### config.mk
export PLATFORM = sky130hd
export DESIGN_NAME = irq_coalesce_ctrl
export DESIGN_NICKNAME = d
export VERILOG_FILES = /design/src/rtl/irq_coalesce_ctrl.sv
export SDC_FILE = /design/constraint.sdc
export NUM_CORES = 1
export LEC_CHECK = 0
export ABC_AREA = 1
export BUFFER_PORTS_ARGS = -buffer_cell sky130_fd_sc_hd__buf_4
export CELL_PAD_IN_SITES_DETAIL_PLACEMENT = 1
export CELL_PAD_IN_SITES_GLOBAL_PLACEMENT = 1
export CORE_ASPECT_RATIO = 1.5
export CORE_MARGIN = 2
export CORE_UTILIZATION = 34
export CTS_CLUSTER_SIZE = 30
export DETAILED_ROUTE_END_ITERATION = 6
export PLACE_DENSITY = 0.8
export SKIP_LAST_GASP = 1
export SYNTH_ARGS = -nofsm -noshare
export SYNTH_HDL_FRONTEND = slang
export SYNTH_SLANG_ARGS = --single-unit
### constraint.sdc
create_clock -name clk -period 1.57 [get_ports clk]
set_input_delay 0.314 -clock clk [delete_from_list [all_inputs] [get_ports clk]]
set_output_delay 0.314 -clock clk [all_outputs]
set_load 0.1 [all_outputs]
### src/rtl/irq_coalesce_ctrl.sv
module irq_coalesce_ctrl #(
  parameter int UNIT_CYCLES = 6400,
  parameter int COAL_W      = 8
) (
  input  logic        clk,
  input  logic        rst_n,
  input  logic [31:0] evt_main_i,
  input  logic [31:0] evt_dma_i,
  input  logic        reg_wr_i,
  input  logic [1:0]  reg_addr_i,
  input  logic [31:0] reg_wdata_i,
  output logic [31:0] reg_rdata_o,
  output logic        irq_o
);
  localparam int          PRE_W    = (UNIT_CYCLES > 1) ? $clog2(UNIT_CYCLES) : 1;
  localparam logic [PRE_W-1:0] PRE_LAST = PRE_W'(UNIT_CYCLES - 1);
  localparam logic [31:0] SUM_BITS = 32'hA800_0000;
  localparam logic [31:0] DMA_IMPL = 32'hC003_0003;
  localparam logic [31:0] DMA_RX   = 32'h4003_0000;
  localparam logic [31:0] DMA_TX   = 32'h0000_0003;

  logic [31:0]       stat_q, dma_q, mask_q;
  logic [COAL_W-1:0] coal_q, left_q;
  logic [PRE_W-1:0]  pre_q;
  logic              armed_q, run_q;

  wire wr_main = reg_wr_i && (reg_addr_i == 2'd0);
  wire wr_mask = reg_wr_i && (reg_addr_i == 2'd1);
  wire wr_dma  = reg_wr_i && (reg_addr_i == 2'd2);
  wire wr_coal = reg_wr_i && (reg_addr_i == 2'd3);

  wire [31:0] sum_vec = {(|(dma_q & DMA_RX)), 1'b0, dma_q[31], 1'b0, (|(dma_q & DMA_TX)), 27'b0};
  wire [31:0] main_view = stat_q | sum_vec;
  wire        pend = |(main_view & mask_q);
  wire        hp   = dma_q[30] & mask_q[31];

  assign irq_o = armed_q & pend;

  always_comb begin
    case (reg_addr_i)
      2'd0:    reg_rdata_o = main_view;
      2'd1:    reg_rdata_o = mask_q;
      2'd2:    reg_rdata_o = dma_q;
      default: reg_rdata_o = 32'(coal_q);
    endcase
  end

  always_ff @(posedge clk or negedge rst_n) begin
    if (!rst_n) begin
      stat_q  <= '0;
      dma_q   <= '0;
      mask_q  <= '0;
      coal_q  <= '0;
      left_q  <= '0;
      pre_q   <= '0;
      armed_q <= 1'b0;
      run_q   <= 1'b0;
    end else begin
      stat_q <= ((stat_q & ~(wr_main ? reg_wdata_i : 32'h0)) | evt_main_i) & ~SUM_BITS;
      dma_q  <= ((dma_q & ~(wr_dma ? reg_wdata_i : 32'h0)) | evt_dma_i) & DMA_IMPL;
      if (wr_mask) mask_q <= reg_wdata_i;
      if (wr_coal) coal_q <= reg_wdata_i[COAL_W-1:0];

      if (!pend) begin
        armed_q <= 1'b0;
        run_q   <= 1'b0;
      end else if (!armed_q) begin
        if (coal_q == '0 || hp) begin
          armed_q <= 1'b1;
          run_q   <= 1'b0;
        end else if (!run_q) begin
          run_q  <= 1'b1;
          left_q <= coal_q;
          pre_q  <= '0;
        end else if (pre_q == PRE_LAST) begin
          pre_q <= '0;
          if (left_q == COAL_W'(1)) begin
            armed_q <= 1'b1;
            run_q   <= 1'b0;
          end else begin
            left_q <= left_q - COAL_W'(1);
          end
        end else begin
          pre_q <= pre_q + PRE_W'(1);
        end
      end
    end
  end
endmodule

* Yosys cells after proc, flatten, opt, wreduce, memory -nomap -nowiden
Cells that the tools add are included.
W data, S select, Z words.
** Word-level totals
- Register bits :: 98
- Input bits :: 101
- Output and inout bits :: 33
- Logic and storage cells :: 62
** Operators by class
- Add/subtract/negate cells :: 2
- Equal/unequal tests :: 8
- Mux-type cells :: 20
- Bitwise logic cells :: 12
- Reductions and logical operators :: 12
** Operators by type and width (count)
- $pmux W32 S3 :: 1
- $and A32 B32 Y32 :: 2
- $mux W32 :: 1
- $not A32 Y32 :: 1
- $or A31 B32 Y32 :: 1
- $or A32 B32 Y32 :: 1
- $reduce_or A32 Y1 :: 1
- $and A31 B31 Y31 :: 1
- $mux W31 :: 1
- $not A31 Y31 :: 1
- $or A31 B31 Y31 :: 1
- $mux W13 :: 2
- $mux W8 :: 3
- $add A13 B1 Y13 const B :: 1
- $eq A13 B13 Y1 const B :: 1
- $mux W1 :: 12
- $eq A8 B1 Y1 const B :: 1
- $logic_not A8 Y1 :: 1
- $sub A8 B1 Y8 const B :: 1
- $reduce_and A5 Y1 :: 1
- $eq A2 B2 Y1 const B :: 2
- $logic_and A1 B1 Y1 :: 4
- $ne A2 B2 Y1 const B :: 2
- $reduce_and A3 Y1 :: 1
- 8 further kinds :: 10

* Longest topological paths before layout
- Depth in word-level cells :: 7
- Gate-level depth with buffers :: 10
- Mapped depth without buffers :: 10

* Worst setup path before layout
OpenSTA, ideal clock, no wires.
- Kind :: input -> output
- Start point :: in reg_addr_i[0]
- End point :: out reg_rdata_o[0]
- Arrival :: 2.568 ns
- Path slack :: -1.312 ns
- Stages :: 2
- Path buffers :: 0
- Cells stage by stage :: nand2_1 > o21ai_0
** Between the ends
- Cells in the longest elaborated chain, start to end :: 2
** RTL lines
- start: declaration :: line 10 : input logic [1:0] reg_addr_i,
- $eq A2 B2 Y1 (tied with other cells) :: line 40 : case (reg_addr_i)
- $pmux W32 S3 * :: line 40
- end: declaration :: line 12 : output logic [31:0] reg_rdata_o,
Mark *: on every way between the ends. The rest lies on a longest branch, timed or not.

* Worst setup path in the final report
- Start point :: reg mask_q[24]
- End point :: out irq_o
** Between the ends
- Cells in the longest elaborated chain, start to end :: 3
** RTL lines
- start: declaration :: line 22 : logic [31:0] stat_q, dma_q, mask_q;
- start signal: assignment :: line 61 : if (wr_mask) mask_q <= reg_wdata_i;
- $and A32 B32 Y32 :: line 34 : wire pend = |(main_view & mask_q);
- $reduce_or A32 Y1 :: line 34
- $and A1 B1 Y1 :: line 37 : assign irq_o = armed_q & pend;
- end: declaration :: line 13 : output logic irq_o
No other way between the ends.

==> impl_results.md <==
* Status: complete, but fails checks
* Failing checks: hold timing, setup timing
* Die Y at 155 µm
* Final WS setup at -0.503 ns
* Synthesized instance count at 681
* Min cycle time layout at 2.07 ns
* Routed wire length per instance at 21.1 µm
* Startpoint types: flip-flop
* Critical path endpoint category: output port
* GRT Total Usage at 26.5%
* Slowest CP cell: dfrtp_1
* Worst Max-Slew Pin Slew at 0.427 ns
* ANT nets after route at 0
* Pins Over Slew Limit at 0
* Switching pwr at 3.59 mW
* I/O Buffers at 104
* Max_cap viols at 0
* Drt drc at 0
* Largest net degree at the start of global routing at 71
* RSZ-0062 raised after global routing: yes
* CTS Root Cell: clkbuf_16
* First drt pass iteration count at 4
* Cell repeated most along the worst path: nand2_1
* Placer congestion estimate at 0.792
* Final Core Density at 56.9%
* Synthesis Warnings at 0
* Register area share after synthesis at 47.5%
* Commonest non-fill, non-tap cell in the layout: nand2_1
* Final hold vios at 24
* Multi-input gate area at 2600 µm²
* Avg Inst Size Synth at 7.58 µm²
* Highest routed metal layer: met4
* Synth unique cells at 32
* Crit Path Max Fanout at 2
* Final nets at 1013
* Pre-CTS setup slack at -0.194 ns
* Drt via density at 5.24
* Met2 WL at 13.1 mm
* Global-route wire length before repair at 33.7 mm
* Worst Hold Slack at -0.0454 ns
* Total grt overflow at 0
* CORE AREA at 15000 µm²
* Cell leakage power at 4.30 nW
* Setup violators final at 55
* CTS tree: yes
* Cells on worst reg2reg path at 12
* Vias in the first global route at 6423
* VDD IR-drop max at 0.540 mV
* WL met3 at 864 µm
* Nets in the synthesized netlist at 785
* Yosys reg bits at 98
* Slew margin rel. at 71.6%
* Pwr/cell area at 1110 nW/µm²
* Critical Path RT at 1.26 ns
* Num CTS Buffers at 9
* Area delta synth->final at 65.3%
* Number of DRC markers in iteration 0 at 262
* Slowest stage delay, CP at 0.41 ns
* Top cells by area, synth: dfrtp_1 (47%), nand2_1 (16%), o21ai_0 (8.1%)
* Share of layout cells above drive strength 1 at 36.1%
* Cell taking the most area after synthesis: dfrtp_1
* M1 wire length at 8.36 mm
* Worst r2r src: mask_q[24]
* Reg2reg end: left_q[0]
* Die area at 16200 µm²
* Post-synthesis cell area at 5160 µm²
* Worst hold-check path type: input pin to async pin
* H-tree depth at 3
* Hold-fix buffers at CTS at 0
* Initial core utilization at 34.4%
* FMAX at 482 MHz
* DP Wirelength at 13.0 mm
* CTS Buffer Depth at 2
* Antenna Cells at 0
* R2r setup slk at -0.27 ns
* Clk pwr share at 27.5%
* Period utilisation layout at 132%
* Final wirelength at 23.5 mm
* Clk pin slew, worst setup/hold paths at 0.08 ns
* Crit path DAT at 1.76 ns
* Top cell type's share of synthesized area at 47.5%
* Clk_skew at 0.0141 ns
* Switch share at 37.9%
* DIE WIDTH at 105 µm
* Gate power share at 39.8%
* Reg area at 2450 µm²
* Vias after detailed routing at 5825
* Commonest non-fill, non-tap cells in the layout: nand2_1 (203), buf_4 (153), dfrtp_1 (97)
* Chain of cells forming the critical path: nand2_1 > nand2_1 > nor2_1 > nand2_1 > nor2_2 > buf_6 > a31oi_4 > buf_12
* Post-Layout Cell Count at 1112
* Initial antenna violation count at 0
* Internal power at 5.88 mW
* Sink Count at 98
* Critical path class: flip-flop to output port
* Seq pwr share at 32.7%
* Cell Rows at 55
* Fillcell total at 1802
* Dpl cells at 1061
* Worst-Skew Late Latency at 0.36 ns
* Ports at 134
-- routing by layer --
metal  vias up  global-route usage [%]
met5         -                       0
met4         0                    13.7
met3        89                    4.48
met2       215                    51.0
met1      2900                    27.1
li1       2621                       -
-- worst max path at each step --
stage | from | endpoint | slack, ns
CTS | stat_q[11] | irq_o | -0.39
detailed placement | stat_q[3] | irq_o | -0.19
floorplan | reg_addr_i[0] | reg_rdata_o[16] | -0.62
global placement | stat_q[3] | irq_o | -0.16
finish | mask_q[24] | irq_o | -0.50
global route | stat_q[13] | irq_o | -0.54
-- per-stage QoR --
stage,power (mW),area (µm²),TNS [ns]
floorplan,4.98,5420,-6.55
global placement,6.07,7240,-5.42
detailed placement,6.19,7240,-7.86
CTS,9.12,8290,-3.29
global route,9.89,8540,-11.20
finish,9.47,8540,-8.81
-- Yosys cell counts (all sizes together) --
cell / count
nand2: 228
dfrtp: 98
inv: 97
o21ai: 86
nor2: 47
nand3: 37
a22o: 19
clkbuf: 19
nand4: 10
o211ai: 10
a21oi: 5
o21bai: 5
and2: 3
buf: 3
ha: 3
xor2: 3
mux2: 2
xnor2: 2
a21o: 1
a31oi: 1
nor3: 1
nor3b: 1
-- sequential cells by signal, summed over array words and instances (netlist names) --
register	count
mask_q	32
stat_q	29
pre_q	13
coal_q	8
left_q	8
dma_q	6
armed_q	1
run_q	1
-- logic make-up after synthesis --
group                      synth area share, %
and+or+nand+nor                           26.8
AOI/OAI and AO/OA                         14.8
buffers and inverters                     8.89
DFF                                       47.5
xor gates and xnor gates                 0.848
adders and majority gates                0.727
muxes                                    0.436
-- timing repair --
action / in CTS / in global routing
pin swaps: 30 / 26
setup buffers: 28 / 24
resized for setup: 141 / 25
cloned: 3 / 1
endpoints found under the setup margin: 56 / 56
-- power by group through the flow --
| stage | registers, mW | clock network [mW] | logic [mW] |
|---|---|---|---|
| after floorplan | 3.10 | 0 | 1.88 |
| after global placement | 3.06 | 0 | 3.01 |
| after CTS | 3.06 | 2.57 | 3.49 |
| final | 3.10 | 2.60 | 3.77 |
| after global routing | 3.12 | 2.72 | 4.04 |
| after detailed placement | 3.09 | 0 | 3.10 |
-- area by class of cell --
type | count | area share, %
multi-input cells | 464 | 30.4
repair buffers | 239 | 29.6
flip-flops and latches | 98 | 28.7
inverters | 97 | 4.44
well taps | 199 | 2.92
clock buffers | 10 | 2.68
clock inverters | 5 | 1.22
-- worst max-delay path, delay by kind of cell (launching register included) --
kind / cells / cell delay (ns)
and+or+nand+nor: 5 / 0.58
DFF: 1 / 0.41
buffers and inverters: 2 / 0.31
AOI/OAI and AO/OA: 1 / 0.09
Note: power is estimated with default switching activity, not from simulation.
